## src/rtl/seq_pkg.sv

```systemverilog
package seq_pkg;
  // Why the register is being reloaded with the start code this cycle.
  typedef enum logic [1:0] {
    RC_NONE     = 2'd0,
    RC_TERMINAL = 2'd1,
    RC_EMPTY    = 2'd2,
    RC_SCRUB    = 2'd3
  } recover_e;
endpackage

```

## src/rtl/seq_step.sv

```systemverilog
module seq_step #(
  parameter int NUM_STATES = 8
) (
  input  logic [NUM_STATES-1:0] q,
  input  logic [NUM_STATES-2:0] adv,
  output logic [NUM_STATES-1:0] nxt
);
  localparam int LAST = NUM_STATES - 1;

  // Each flop sees only its own bit, its predecessor and two advance terms.
  genvar gi;
  generate
    for (gi = 0; gi < NUM_STATES; gi++) begin : g_bit
      if (gi == 0) begin : g_first
        assign nxt[gi] = q[gi] & ~adv[gi];
      end else if (gi == LAST) begin : g_last
        assign nxt[gi] = q[gi-1] & adv[gi-1];
      end else begin : g_mid
        assign nxt[gi] = (q[gi] & ~adv[gi]) | (q[gi-1] & adv[gi-1]);
      end
    end
  endgenerate
endmodule

```

## src/rtl/seq_guard.sv

```systemverilog
module seq_guard
  import seq_pkg::*;
#(
  parameter int NUM_STATES = 8,
  parameter bit IDLE_SCRUB = 1'b1
) (
  input  logic [NUM_STATES-1:0] q,
  output logic                  term_hit,
  output logic                  empty_hit,
  output logic                  scrub_hit,
  output recover_e              cause
);
  localparam int LAST = NUM_STATES - 1;

  assign term_hit  = q[LAST];
  assign empty_hit = ~|q;

  generate
    if (IDLE_SCRUB) begin : g_scrub
      assign scrub_hit = q[0] & (|q[LAST:1]);
    end else begin : g_noscrub
      assign scrub_hit = 1'b0;
    end
  endgenerate

  always_comb begin
    if (term_hit)       cause = RC_TERMINAL;
    else if (empty_hit) cause = RC_EMPTY;
    else if (scrub_hit) cause = RC_SCRUB;
    else                cause = RC_NONE;
  end
endmodule

```

## src/rtl/onehot_recover_seq.sv

```systemverilog
module onehot_recover_seq
  import seq_pkg::*;
#(
  parameter int NUM_STATES = 8,
  parameter bit IDLE_SCRUB = 1'b1
) (
  input  logic                  clk,
  input  logic                  rst,
  input  logic [NUM_STATES-2:0] adv_i,
  input  logic [NUM_STATES-1:0] upset_i,
  output logic [NUM_STATES-1:0] state_o,
  output logic                  done_o
);
  localparam int LAST = NUM_STATES - 1;
  localparam logic [NUM_STATES-1:0] START = {{(NUM_STATES-1){1'b0}}, 1'b1};

  logic [NUM_STATES-1:0] q;
  logic [NUM_STATES-1:0] step_nxt;
  logic [NUM_STATES-1:0] next_q;
  logic                  term_hit, empty_hit, scrub_hit;
  recover_e              cause;

  seq_step #(.NUM_STATES(NUM_STATES)) u_step (
    .q   (q),
    .adv (adv_i),
    .nxt (step_nxt)
  );

  seq_guard #(.NUM_STATES(NUM_STATES), .IDLE_SCRUB(IDLE_SCRUB)) u_guard (
    .q         (q),
    .term_hit  (term_hit),
    .empty_hit (empty_hit),
    .scrub_hit (scrub_hit),
    .cause     (cause)
  );

  assign next_q = (cause != RC_NONE) ? START : step_nxt;

  always_ff @(posedge clk) begin
    if (rst) q <= START;
    else     q <= next_q ^ upset_i;
  end

  assign state_o = q;
  assign done_o  = q[LAST];

  AST_RESET_START: assert property (@(posedge clk)
    rst |=> state_o == START);

  AST_ADVANCE: assert property (@(posedge clk) disable iff (rst)
    (upset_i == '0 && $countones(state_o) == 1 && !state_o[LAST] &&
     (adv_i & state_o[LAST-1:0]) != '0) |=> state_o == ($past(state_o) << 1));

  AST_HOLD: assert property (@(posedge clk) disable iff (rst)
    (upset_i == '0 && $countones(state_o) == 1 && !state_o[LAST] &&
     (adv_i & state_o[LAST-1:0]) == '0) |=> $stable(state_o));

  AST_TERM_FLUSH: assert property (@(posedge clk) disable iff (rst)
    (term_hit && upset_i == '0) |=> state_o == START);

  AST_DONE_PULSE: assert property (@(posedge clk) disable iff (rst)
    (done_o && upset_i == '0) |=> !done_o);

  AST_EMPTY_RELOAD: assert property (@(posedge clk) disable iff (rst)
    (empty_hit && upset_i == '0) |=> state_o == START);

  AST_SCRUB: assert property (@(posedge clk) disable iff (rst)
    (scrub_hit && upset_i == '0) |=> state_o == START);

  AST_ONEHOT_KEPT: assert property (@(posedge clk) disable iff (rst)
    ($countones(state_o) == 1 && upset_i == '0) |=> $countones(state_o) == 1);
endmodule

```

## config.mk

```make
export PLATFORM = sky130hd
export DESIGN_NAME = onehot_recover_seq
export DESIGN_NICKNAME = d
export VERILOG_FILES = /design/src/rtl/seq_pkg.sv /design/src/rtl/seq_step.sv /design/src/rtl/seq_guard.sv /design/src/rtl/onehot_recover_seq.sv
export SDC_FILE = /design/constraint.sdc
export NUM_CORES = 1
export LEC_CHECK = 0
export ABC_AREA = 1
export BUFFER_PORTS_ARGS = -buffer_cell sky130_fd_sc_hd__buf_4
export CAP_MARGIN = 20
export CORE_AREA = 2 2 39 41
export DETAILED_ROUTE_END_ITERATION = 12
export DIE_AREA = 0 0 41 43
export PLACE_DENSITY = 0.74
export SETUP_SLACK_MARGIN = 0.15
export SYNTH_ARGS = -nofsm -noshare
export SYNTH_HDL_FRONTEND = slang
export SYNTH_HIERARCHICAL = 1
export SYNTH_SLANG_ARGS = --single-unit
```

## constraint.sdc

```tcl
create_clock -name clk -period 1.8 [get_ports clk]
set_input_delay 0.27 -clock clk [delete_from_list [all_inputs] [get_ports clk]]
set_output_delay 0.27 -clock clk [all_outputs]
set_load 0.01 [all_outputs]
```

Yosys cells after proc, flatten, opt, wreduce, memory -nomap -nowiden
Index checks and enable logic that the tools add are counted.
- muxes and demuxes: 4
- bitwise logic cells: 29
- reduce and logical (&&, ||, !) cells: 3
- operator list (operator ; count):
    1-bit AND ; 15
    8-bit two-way mux ; 1
    8-bit OR reduction ; 1
    8-bit XOR ; 1
    1-bit inverter ; 7
    7-bit OR reduction ; 1
    2-bit two-way mux ; 3
    1-bit OR ; 6
    2-bit nonzero test ; 1
- register bits after elaboration: 8
- input bits: 17
- output and inout port bits: 9
- word-level logic and storage cells: 37

Logic depth before layout (Yosys ltp)
Gate-level depths: netlist (run 1).
- depth in word-level cells: 8
- depth in mapped cells: 10
- gate-level depth less buffers: 9

Cells and area by module
Netlist (run 1), hierarchy kept.
- by module, submodules not included (module ; times used ; cells an instance ; area each (um^2) ; sequential area each (um^2)):
    onehot_recover_seq ; 1 ; 46 ; 341.6 ; 160.2
    seq_step ; 1 ; 28 ; 105.1 ; 0.0
    seq_guard ; 1 ; 17 ; 77.6 ; 0.0

Worst setup path before layout (run 1)
No wires, ideal clock.
- path type: register -> register
- start: register q[6] (netlist: state_o[6])
- end: register q[0] (netlist: state_o[0])
- library setup time: 126 ps
- arrival: 1304 ps
- data required time: 1674 ps
- setup slack: 370 ps
- cell stages (with the launch flop): 11
- path buffers: 1
- clock period less this slack: 1430 ps
- cell sequence: dfxtp_1 > nor2_2 > nand2_1 > nor2_1 > nor2_1 > or2_1 > nor2_4 > buf_6 > nand2_1 > nand2_1 > nand3_1
- longest elaborated chain between the ends: 8
- elaborated cells on any way between the ends: 9
- those cells by class: mux (4); bitwise (2); reduce/logical (3)
- RTL lines (what ; line ; source):
    start, declared ; onehot_recover_seq.sv:17 ; logic [NUM_STATES-1:0] q;
    start signal, assigned ; onehot_recover_seq.sv:41 ; else q <= next_q ^ upset_i;
    7-bit OR reduction ; seq_guard.sv:20 ; assign scrub_hit = q[0] & (|q[LAST:1]);
    1-bit AND ; seq_guard.sv:20 ;
    net scrub_hit ; onehot_recover_seq.sv:20 ; logic term_hit, empty_hit, scrub_hit;
    2-bit two-way mux ; seq_guard.sv:29 ; else if (scrub_hit) cause = RC_SCRUB;
    2-bit two-way mux ; seq_guard.sv:28 ; else if (empty_hit) cause = RC_EMPTY;
    2-bit two-way mux ; seq_guard.sv:27 ; if (term_hit) cause = RC_TERMINAL;
    net cause[0] ; onehot_recover_seq.sv:21 ; recover_e cause;
    2-bit nonzero test ; onehot_recover_seq.sv:37 ; assign next_q = (cause != RC_NONE) ? START : step_nxt;
    8-bit two-way mux ; onehot_recover_seq.sv:37 ;
    8-bit XOR ; onehot_recover_seq.sv:41 ;
The timed path passes the listed nets, and every way through them passes these cells.
A chain may end at the register's enable or synchronous reset.

Worst setup path after layout (run 1)
- start: register q[2] (netlist: state_o[2])
- end: register q[6] (netlist: state_o[6])
Same word-level chain as after synthesis.

==> metrics.txt, run 1 <==
crit-path max FO 16; CTS clk-pin slew, worst paths 0.05 ns; GP Congestion 0.7811; data required time of the critical path 1.94 ns; aggregate global-route resource usage 0.1591; Detailed Route WL 1.259 mm; share of layout cells above drive strength 1 0.2672; CP Capture Type flip-flop; Final Cell Area 744.5 um^2; setup TNS 0 ns; core area 1384 um^2; Inserted Clock Buffers 3; CP startpoint kind flip-flop; Root Buffer clkbuf_4; status finished, final reports clean; RSZ-0062 raised after global routing false; GRT Residual Overflow 0; number of vias per cell 4.644; Leakage 0.0004278 uW; Routed Antenna Nets 0; DR iter-0 viols 18; Vias 613; Synth Net Count 106; R2R cell count 10; reg-to-reg slack, setup 0.25 ns; Post-CTS Resized 0; Final nets 135; die height 43 um; Max-slew headroom 0.8349; Tot Pwr 477.6 uW; Routed wire per std cell 9.538 um; Worst-Margin Slew 0.2477 ns; drt first pass iters 4; min-delay src upset_i[2]; setup bufs post-CTS 0; CP Class flip-flop to flip-flop; ratio of final minimum period to clock period 0.8623; clock tree buffer depth 2; IO Count 26; reg2reg end state_o[6]; max capacitance violation total 0; worst-skew pair later-pin latency 0.25 ns; max FFs per register 8; H-tree Lvls 1; placed wire-length estimate 941.6 um; global-route wire length before repair 1.883 mm; fin crit period 1.552 ns; min-delay worst type input pin to flip-flop; row cnt 14; Post-Syn Area 513.0 um^2; Synth-to-Final Area Change 45.12%; hold buffers post-CTS 0; TritonCTS clock tree done; ant diodes 0; worst hold slack 0.2476 ns; post-synthesis cell count 89; Hold EP state_o[2]; skew final 0.004002 ns; vias in the first global route 510; Final setup viols 0; DRC 0; syn_area_per_cell 5.764 um^2; peak supply drop 335.1 uV; hold depth 3; initial antenna violation count 0; Area after DPL 701.9 um^2; Synth Warn # 6; max-slew violations 0; die width 41 um; I/O Buffers 25; full die area 1763 um^2; fmax 644.3 MHz; worst r2r src state_o[2]; largest net degree at the start of global routing 17; CP arrival 1.69 ns; Initial Utilization 0.3707; PwrDens 641.5 nW/um^2; Final Hold Vio Count 0; clk sinks 8
==> final cells by class <==
class                           count  area, um^2
Tap cell                           16       20.02
Timing Repair Buffer               26       207.7
Fill cell                         141       639.4
Multi-Input combinational cell     66       285.3
Sequential cell                     8       160.2
Clock buffer                        3       22.52
Inverter                           13       48.80
==> placed cells by master (no fill, tap or decap) <==
cell / instances
dfxtp_1: 8
nand3_1: 9
nand2_1: 30
buf_4: 25
nor2_2: 1
or2_1: 1
o21ai_0: 1
nand4_1: 1
buf_12: 1
nor2_4: 1
nor2_1: 14
a21oi_1: 8
clkbuf_4: 3
inv_1: 13
==> routing by layer <==
metal	up-vias	share of wire	track usage
li1	329	-	-
met1	269	0.43	0.1721
met2	11	0.51	0.2625
met3	4	0.024	0.01571
met4	0	0.033	0.1200
met5	-	0	0
==> how the worst max path moves through the flow <==
stage	from	slack, ns	cells past startpoint	end
floorplan	state_o[6]	0.37	10	state_o[0]
global placement	state_o[2]	0.27	9	state_o[7]
detailed placement	state_o[2]	0.20	9	state_o[4]
CTS	state_o[2]	0.19	9	state_o[4]
global route	state_o[2]	0.17	10	state_o[3]
finish	state_o[2]	0.25	10	state_o[6]
==> power breakdown <==
part / total, uW / switching, uW / internal [uW]
logic: 138 / 67.6 / 70.8
clock network: 134 / 58.1 / 76.1
registers: 205 / 15.4 / 190
==> worst max-delay path: stages, from the launching register on <==
cell     delay (ns)
dfxtp_1        0.33
nor2_1         0.19
nand2_1        0.09
nor2_1         0.10
nor2_1         0.04
or2_1          0.23
nor2_4         0.13
buf_12         0.14
nand3_1        0.08
nand2_1        0.06
nor2_1         0.04
==> per-stage QoR <==
step | std cells | setup slack [ns] | util
floorplan | 89 | 0.3706 | -
global placement | 128 | 0.2665 | 0.5072
detailed placement | 128 | 0.2010 | 0.5072
CTS | 131 | 0.1873 | 0.5235
global route | 132 | 0.1679 | 0.5380
finish | 132 | 0.2478 | 0.5380
No activity file was read; power rests on OpenSTA's default activity.
==> inputs of run 2 (changes only) <==
PLACE_DENSITY = 0.76   (was 0.74)
REMOVE_ABC_BUFFERS = 1   (was default)
SYNTH_HIERARCHICAL = default   (was 1)
TNS_END_PERCENT = 1   (was default)
==> run 2 against run 1 <==
Effect of this change: die area unchanged; core utilization increased by 1.6 points; final area increased by 3.0%; sequential power about the same; highest routed layer is now met3; register-to-register slack improved by 0.36 ns; non-clock buffer count decreased by 1; critical path depth decreased by 4; global-route usage increased by 1.5 points; clock-buffer cell count unchanged.
==> metrics.txt, run 2 <==
commonest cells after routing, fill and taps aside buf_4 (25), nand2_1 (22), inv_1 (20), nor2_2 (10), nand4_1 (9) (was nand2_1 (30), buf_4 (25), nor2_1 (14), inv_1 (13), nand3_1 (9)); placed wire-length estimate 994.3 um (was 941.6 um); commonest non-fill, non-tap cell in the layout buf_4 (was nand2_1); Routed wire per std cell 9.756 um (was 9.538 um); GRT Residual Overflow 0 (unchanged); setup bufs post-CTS 0 (unchanged); post-synthesis simple-gate area fraction 0.4966; Post-Synth XOR/XNOR Area 0; Final Hold Vio Count 0 (unchanged); hold buffers post-CTS 0 (unchanged); Post-synth EDFFs 0; max-slew violations 0 (unchanged); Post-CTS Resized 0 (unchanged); post-synthesis sequential area ratio 0.2943; skew final 0.0005155 ns (was 0.004002 ns); Pint 338.0 uW (was 336.5 uW); status finished, final reports clean (unchanged); clock tree buffer depth 2 (unchanged); Synth-to-Final Area Change 40.92% (was 45.12%); Commonest cells post-synth nand2_1 (22), inv_1 (20), nor2_2 (10); Vias 616 (was 613); vias in the first global route 506 (was 510); Synth top area share 0.2943; reg-to-reg slack, setup 0.61 ns (was 0.25 ns); Hold EP state_o[0] (was state_o[2]); count leader, synth nand2_1; CP arrival 1.34 ns (was 1.69 ns); mux cell area share after synthesis 0; DR iter-0 viols 28 (was 18); synth unique cells 13; fmax 841.0 MHz (was 644.3 MHz); PwrDens 649.9 nW/um^2 (was 641.5 nW/um^2); Root Buffer clkbuf_4 (unchanged); max FFs per register 8 (unchanged); Clk pwr share 0.289 (was 0.281); R2R cell count 6 (was 10); TritonCTS clock tree done (unchanged); ys flop type dfxtp_1; ratio of final minimum period to clock period 0.6606 (was 0.8623); DRC 0 (unchanged); ant diodes 0 (unchanged); area leader, netlist dfxtp_1; Final setup viols 0 (unchanged); post-synthesis cell count 88 (was 89); GP Congestion 0.7093 (was 0.7811); peak supply drop 371.6 uV (was 335.1 uV); data required time of the critical path 1.95 ns (was 1.94 ns); post-synthesis compound-gate area fraction 0.05747; CP startpoint kind flip-flop (unchanged); Switching Fraction 0.3219 (was 0.2954); Initial Utilization 0.3933 (was 0.3707); Switch Pwr 160.4 uW (was 141.1 uW); Seq. cell area 160.2 um^2 (unchanged); syn_area_per_cell 6.185 um^2 (was 5.764 um^2); Comb power frac 0.293 (was 0.290); worst-skew pair later-pin latency 0.26 ns (was 0.25 ns); reg2reg end state_o[3] (was state_o[6]); CP Class flip-flop to flip-flop (unchanged); sequential power share 0.417 (was 0.429); die width 41 um (unchanged); initial antenna violation count 0 (unchanged); worst r2r src state_o[5] (was state_o[2]); aggregate global-route resource usage 0.1739 (was 0.1591); pre-CTS setup slack 0.6307 ns (was 0.2010 ns); setup TNS 0 ns (unchanged); share of layout cells above drive strength 1 0.3565 (was 0.2672); number of vias per cell 4.702 (was 4.644); synth top area cells dfxtp_1 (29%), nand2_1 (15%), inv_1 (14%), nor2_2 (11%), nand4_1 (10%); Final nets 134 (was 135); fillers 152 (was 141); main combinational cell family by area after synthesis simple AND/OR/NAND/NOR gates; clk sinks 8 (unchanged); global-route wire length before repair 2.007 mm (was 1.883 mm); RSZ-0062 raised after global routing false (unchanged); hold depth 3 (unchanged); IO Count 26 (unchanged); Async S/R FF share, synth 0; Synth Warn # 0 (was 6); Detailed Route WL 1.278 mm (was 1.259 mm); row cnt 14 (unchanged); min-delay worst type input pin to flip-flop (unchanged); CP Capture Type flip-flop (unchanged); Yosys reg bits 8; I/O Buffers 25 (unchanged); Inserted Clock Buffers 3 (unchanged); CTS clk-pin slew, worst paths 0.06 ns (was 0.05 ns); worst setup margin 0.6109 ns (was 0.2478 ns); Worst-Margin Slew 0.2729 ns (was 0.2477 ns); Routed Antenna Nets 0 (unchanged); Adder-Cell Fraction of Synth Area 0; max capacitance violation total 0 (unchanged); Leakage 0.0004366 uW (was 0.0004278 uW); largest net degree at the start of global routing 10 (was 17); core area 1384 um^2 (unchanged); crit-path max FO 9 (was 16); fin crit period 1.189 ns (was 1.552 ns); die height 43 um (unchanged); area of the multi-input gates 301.5 um^2 (was 285.3 um^2); min-delay src upset_i[0] (was upset_i[2]); full die area 1763 um^2 (unchanged); drt first pass iters 4 (unchanged); H-tree Lvls 1 (unchanged); Max-slew headroom 0.8179 (was 0.8349); Post-Syn Area 544.3 um^2 (was 513.0 um^2)
==> run 2: cell types whose count changed in the layout (fill, tap and decap cells not counted), moves of 4 or more <==
cell	delta
a21oi_1	-8
o21ai_0	+4
nor2_1	-6
inv_1	+7
nand3_1	-8
nor2_2	+9
nand4_1	+8
nand2_1	-8
==> run 2: metal layers <==
metal  up-vias  global-route usage  share of wire
li1        328                   -              -
met1       268              0.2161           0.43
met2        20              0.2375           0.49
met3         0             0.07853          0.082
met4         0              0.1000              0
met5         -                   0              0
==> run 2: cells by family (layout without fill, tap and decap cells) <==
| family | after synthesis | after routing |
|---|---|---|
| AOI/OAI and AO/OA | 6 | 6 |
| DFF | 8 | 8 |
| buffers and inverters | 21 | 48 |
| and+or+nand+nor | 53 | 53 |
==> run 2: worst max-delay path by stage <==
stage	start	to	slack (ns)
floorplan	state_o[5]	state_o[1]	0.72
global placement	state_o[5]	state_o[5]	0.64
detailed placement	state_o[5]	state_o[1]	0.63
CTS	state_o[5]	state_o[1]	0.61
global route	state_o[5]	state_o[5]	0.48
finish	state_o[5]	state_o[3]	0.61
==> run 2: power groups by stage <==
stage / logic (uW) / registers (uW) / clock network (uW)
after floorplan: 74.7 / 217 / 0
after global placement: 142 / 212 / 0
after detailed placement: 145 / 212 / 0
after CTS: 146 / 209 / 148
after global routing: 162 / 210 / 160
final: 146 / 208 / 144
==> run 2: worst max-delay path, stage by stage, from the launching register on <==
cell and delay [ns]:
dfxtp_1 0.34, nor2_2 0.16, nand4_2 0.24, nand4_1 0.18, nand2_1 0.06, nand2_1 0.07, nor2_2 0.03
==> run 2: per-stage QoR <==
stage	hold slack (ns)	instance area [um^2]	utilization	total power, uW	cells
finish	0.2765	767.0	0.5543	498.4	131
global route	0.2752	767.0	0.5543	532.4	131
CTS	0.2600	767.0	0.5543	502.2	131
detailed placement	0.5323	744.5	0.5380	357.2	128
global placement	0.5350	744.5	0.5380	353.4	128
floorplan	0.4281	536.8	-	291.6	87
==> run 2: cell type report <==
cell class / instances / area share
Multi-Input combinational cell: 59 / 0.3931
Sequential cell: 8 / 0.2088
Timing Repair Buffer: 25 / 0.2447
Clock buffer: 3 / 0.02936
Inverter: 20 / 0.09788
Tap cell: 16 / 0.02610
==> inputs of run 3 (changes only) <==
ABC_AREA = 0   (was 1)
PLACE_DENSITY = 0.68   (was 0.76)
clock period = 1.1 ns   (was 1.8 ns; I/O delays follow)
==> run 3 against run 2 <==
Effect of this change: wire length decreased by 7.4%; clock power increased by 56%; power increased by 69%; sequential power increased by 62%; via count decreased by 21%; the run now ends with negative setup slack left.
==> metrics.txt, run 3 <==
Vias 487 (was 616); max capacitance violation total 0 (unchanged); initial antenna violation count 0 (unchanged); Initial Utilization 0.3219 (was 0.3933); worst setup margin -0.2850 ns (was 0.6109 ns); die height 43 um (unchanged); skew final 0.004481 ns (was 0.0005155 ns); DR iter-0 viols 4 (was 28); Post-synth EDFFs 0 (unchanged); Worst-Margin Slew 0.2701 ns (was 0.2729 ns); min-delay worst type input pin to flip-flop (unchanged); Synth top area share 0.3596 (was 0.2943); share of layout cells above drive strength 1 0.6180 (was 0.3565); setup TNS -0.5184 ns (was 0 ns); full die area 1763 um^2 (unchanged); ratio of final minimum period to clock period 1.259 (was 0.6606); Leakage 0.0003575 uW (was 0.0004366 uW); fillers 124 (was 152); Inserted Clock Buffers 3 (unchanged); drt first pass iters 4 (unchanged); Final Cell Area 820.8 um^2 (was 767.0 um^2); die width 41 um (unchanged); commonest cells after routing, fill and taps aside buf_4 (23), buf_6 (12), nor2_1 (9), dfxtp_2 (7) (was buf_4 (25), nand2_1 (22), inv_1 (20), nor2_2 (10), nand4_1 (9)); status complete, but fails checks (was finished, final reports clean); data required time of the critical path 1.25 ns (was 1.95 ns); Yosys reg bits 8 (unchanged); post-synthesis sequential area ratio 0.3596 (was 0.2943); Final setup viols 2 (was 0); post-synthesis cell count 54 (was 88); Final nets 108 (was 134); Synth Warn # 0 (unchanged); Async S/R FF share, synth 0 (unchanged); CP arrival 1.53 ns (was 1.34 ns); vias in the first global route 460 (was 506); Commonest cells post-synth nor2_1 (9), dfxtp_1 (8), nand2_1 (6), xnor2_1 (6), a21oi_1 (5) (was nand2_1 (22), inv_1 (20), nor2_2 (10)); TritonCTS clock tree done (unchanged); max-slew violations 0 (unchanged); DRC 0 (unchanged); PwrDens 1028 nW/um^2 (was 649.9 nW/um^2); row cnt 14 (unchanged); worst-skew pair later-pin latency 0.26 ns (about the same); clk sinks 8 (unchanged); count leader, synth nor2_1 (was nand2_1); Synth-to-Final Area Change 84.27% (was 40.92%); Root Buffer clkbuf_4 (unchanged); GP Congestion 0.7041 (was 0.7093); CP Class flip-flop to flip-flop (unchanged); number of vias per cell 4.638 (was 4.702); pre-CTS setup slack -0.2941 ns (was 0.6307 ns); core area 1384 um^2 (unchanged); placed cells 101 (was 128); I/O Buffers 25 (unchanged); IO Count 26 (unchanged); aggregate global-route resource usage 0.1641 (was 0.1739); area leader, netlist dfxtp_1 (unchanged); largest net degree at the start of global routing 11 (was 10); synth unique cells 20 (was 13); Routed Antenna Nets 0 (unchanged); Area after DPL 705.7 um^2 (was 744.5 um^2); CP startpoint kind flip-flop (unchanged); ant diodes 0 (unchanged); ys flop type dfxtp_1 (unchanged); CP Capture Type flip-flop (unchanged); placed wire-length estimate 856.3 um (was 994.3 um); Detailed Route WL 1.183 mm (was 1.278 mm); CP max-delay cell dfxtp_2 (was dfxtp_1); CTS clk-pin slew, worst paths 0.05 ns (was 0.06 ns); H-tree Lvls 1 (unchanged); syn_area_per_cell 8.249 um^2 (was 6.185 um^2); Post-Syn Area 445.4 um^2 (was 544.3 um^2); GRT Residual Overflow 0 (unchanged); hold buffers post-CTS 0 (unchanged); violated checks negative setup slack; peak supply drop 652.7 uV (was 371.6 uV); fin crit period 1.385 ns (was 1.189 ns); crit-path max FO 2 (was 9); fin cells 105 (was 131); fmax 722.0 MHz (was 841.0 MHz); commonest non-fill, non-tap cell in the layout buf_4 (unchanged); CP max stage delay 0.32 ns (was 0.34 ns); synth top area cells dfxtp_1 (36%), xnor2_1 (12%), nor2_1 (7.6%), a21oi_1 (5.6%), nand2b_1 (5.6%) (was dfxtp_1 (29%), nand2_1 (15%), inv_1 (14%), nor2_2 (11%), nand4_1 (10%)); crit path cell chain nor4_2 -> nand2_1 -> a211oi_2 -> mux2_4 (was nor2_2 -> nand4_2 -> nand4_1 -> nand2_1 -> nand2_1 -> nor2_2); max FFs per register 8 (unchanged); global-route wire length before repair 1.904 mm (was 2.007 mm); Max-slew headroom 0.8173 (was 0.8179); RSZ-0062 raised after global routing true (was false); Final Hold Vio Count 0 (unchanged); Routed wire per std cell 11.27 um (was 9.756 um); clock tree buffer depth 2 (unchanged)
## run 3: changes by cell type in the layout (fill, tap and decap cells not counted), moves of 9 or more
cell	before	now
nor2_2	10	0
nand2_1	22	6
nand4_1	9	0
buf_6	0	12
inv_1	20	1
## run 3: worst paths after layout
path,from,to,slack (ns),cells past startpoint
min reg2reg,state_o[0],state_o[7],0.62,3
max,state_o[6],state_o[1],-0.28,4
min,rst,state_o[2],0.14,2
max reg2reg,state_o[6],state_o[1],-0.28,4
## run 3: report_power, final
part           internal (uW)  switching (uW)  total (uW)
clock                    125            99.6         224
sequential               317            19.8         337
combinational            173             109         282
total                    616             229         844
## run 3: critical path: cells and delay by family, from the launching register on
family | cells | cell delay [ns]
AO/OA/AOI/OAI | 1 | 0.27
flip-flops | 1 | 0.32
multiplexers | 1 | 0.32
AND/OR/NAND/NOR | 2 | 0.36
## run 3: cell families (layout without fill, tap and decap cells)
group / count (synthesis) / after routing / share of synthesized area
flip-flops: 8 / 8 / 0.3595
AND/OR/NAND/NOR: 26 / 26 / 0.3090
multiplexers: 3 / 3 / 0.07022
XOR/XNOR: 6 / 6 / 0.1180
AO/OA/AOI/OAI: 7 / 7 / 0.1011
buffers and inverters: 4 / 39 / 0.04212
## run 3: area by class of cell
class | instances | area, um^2 | area share
flip-flops and latches | 8 | 168.9 | 0.2058
repair buffers | 35 | 307.8 | 0.3750
clock buffers | 3 | 22.52 | 0.02744
inverters | 1 | 3.754 | 0.004573
multi-input cells | 42 | 297.8 | 0.3628
well taps | 16 | 20.02 | 0.02439
## run 3: layer usage
metal,routed length [um],part of all wire,vias to the layer above,GRT usage
li1,-,-,248,-
met2,619,0.52,21,0.2531
met5,0,0,-,0
met1,467,0.39,214,0.1883
met3,78,0.066,4,0.04712
met4,17,0.014,0,0.1000
## run 3: per-stage QoR
stage                       util  hold slack [ns]  total power (uW)
after floorplan                -           0.2374             430.4
after detailed placement  0.5099           0.4174             574.4
after CTS                 0.5787           0.1395             839.7
after global placement    0.5099           0.4088             570.0
final                     0.5931           0.1365             844.0
after global routing      0.5931           0.1383             893.5
## run 3: timing repair
action                                  in CTS  in global routing
endpoints found under the setup margin      17                 17
gates resized for setup                     23                  4
buffers inserted                             0                  1
pin swaps                                    1                 11
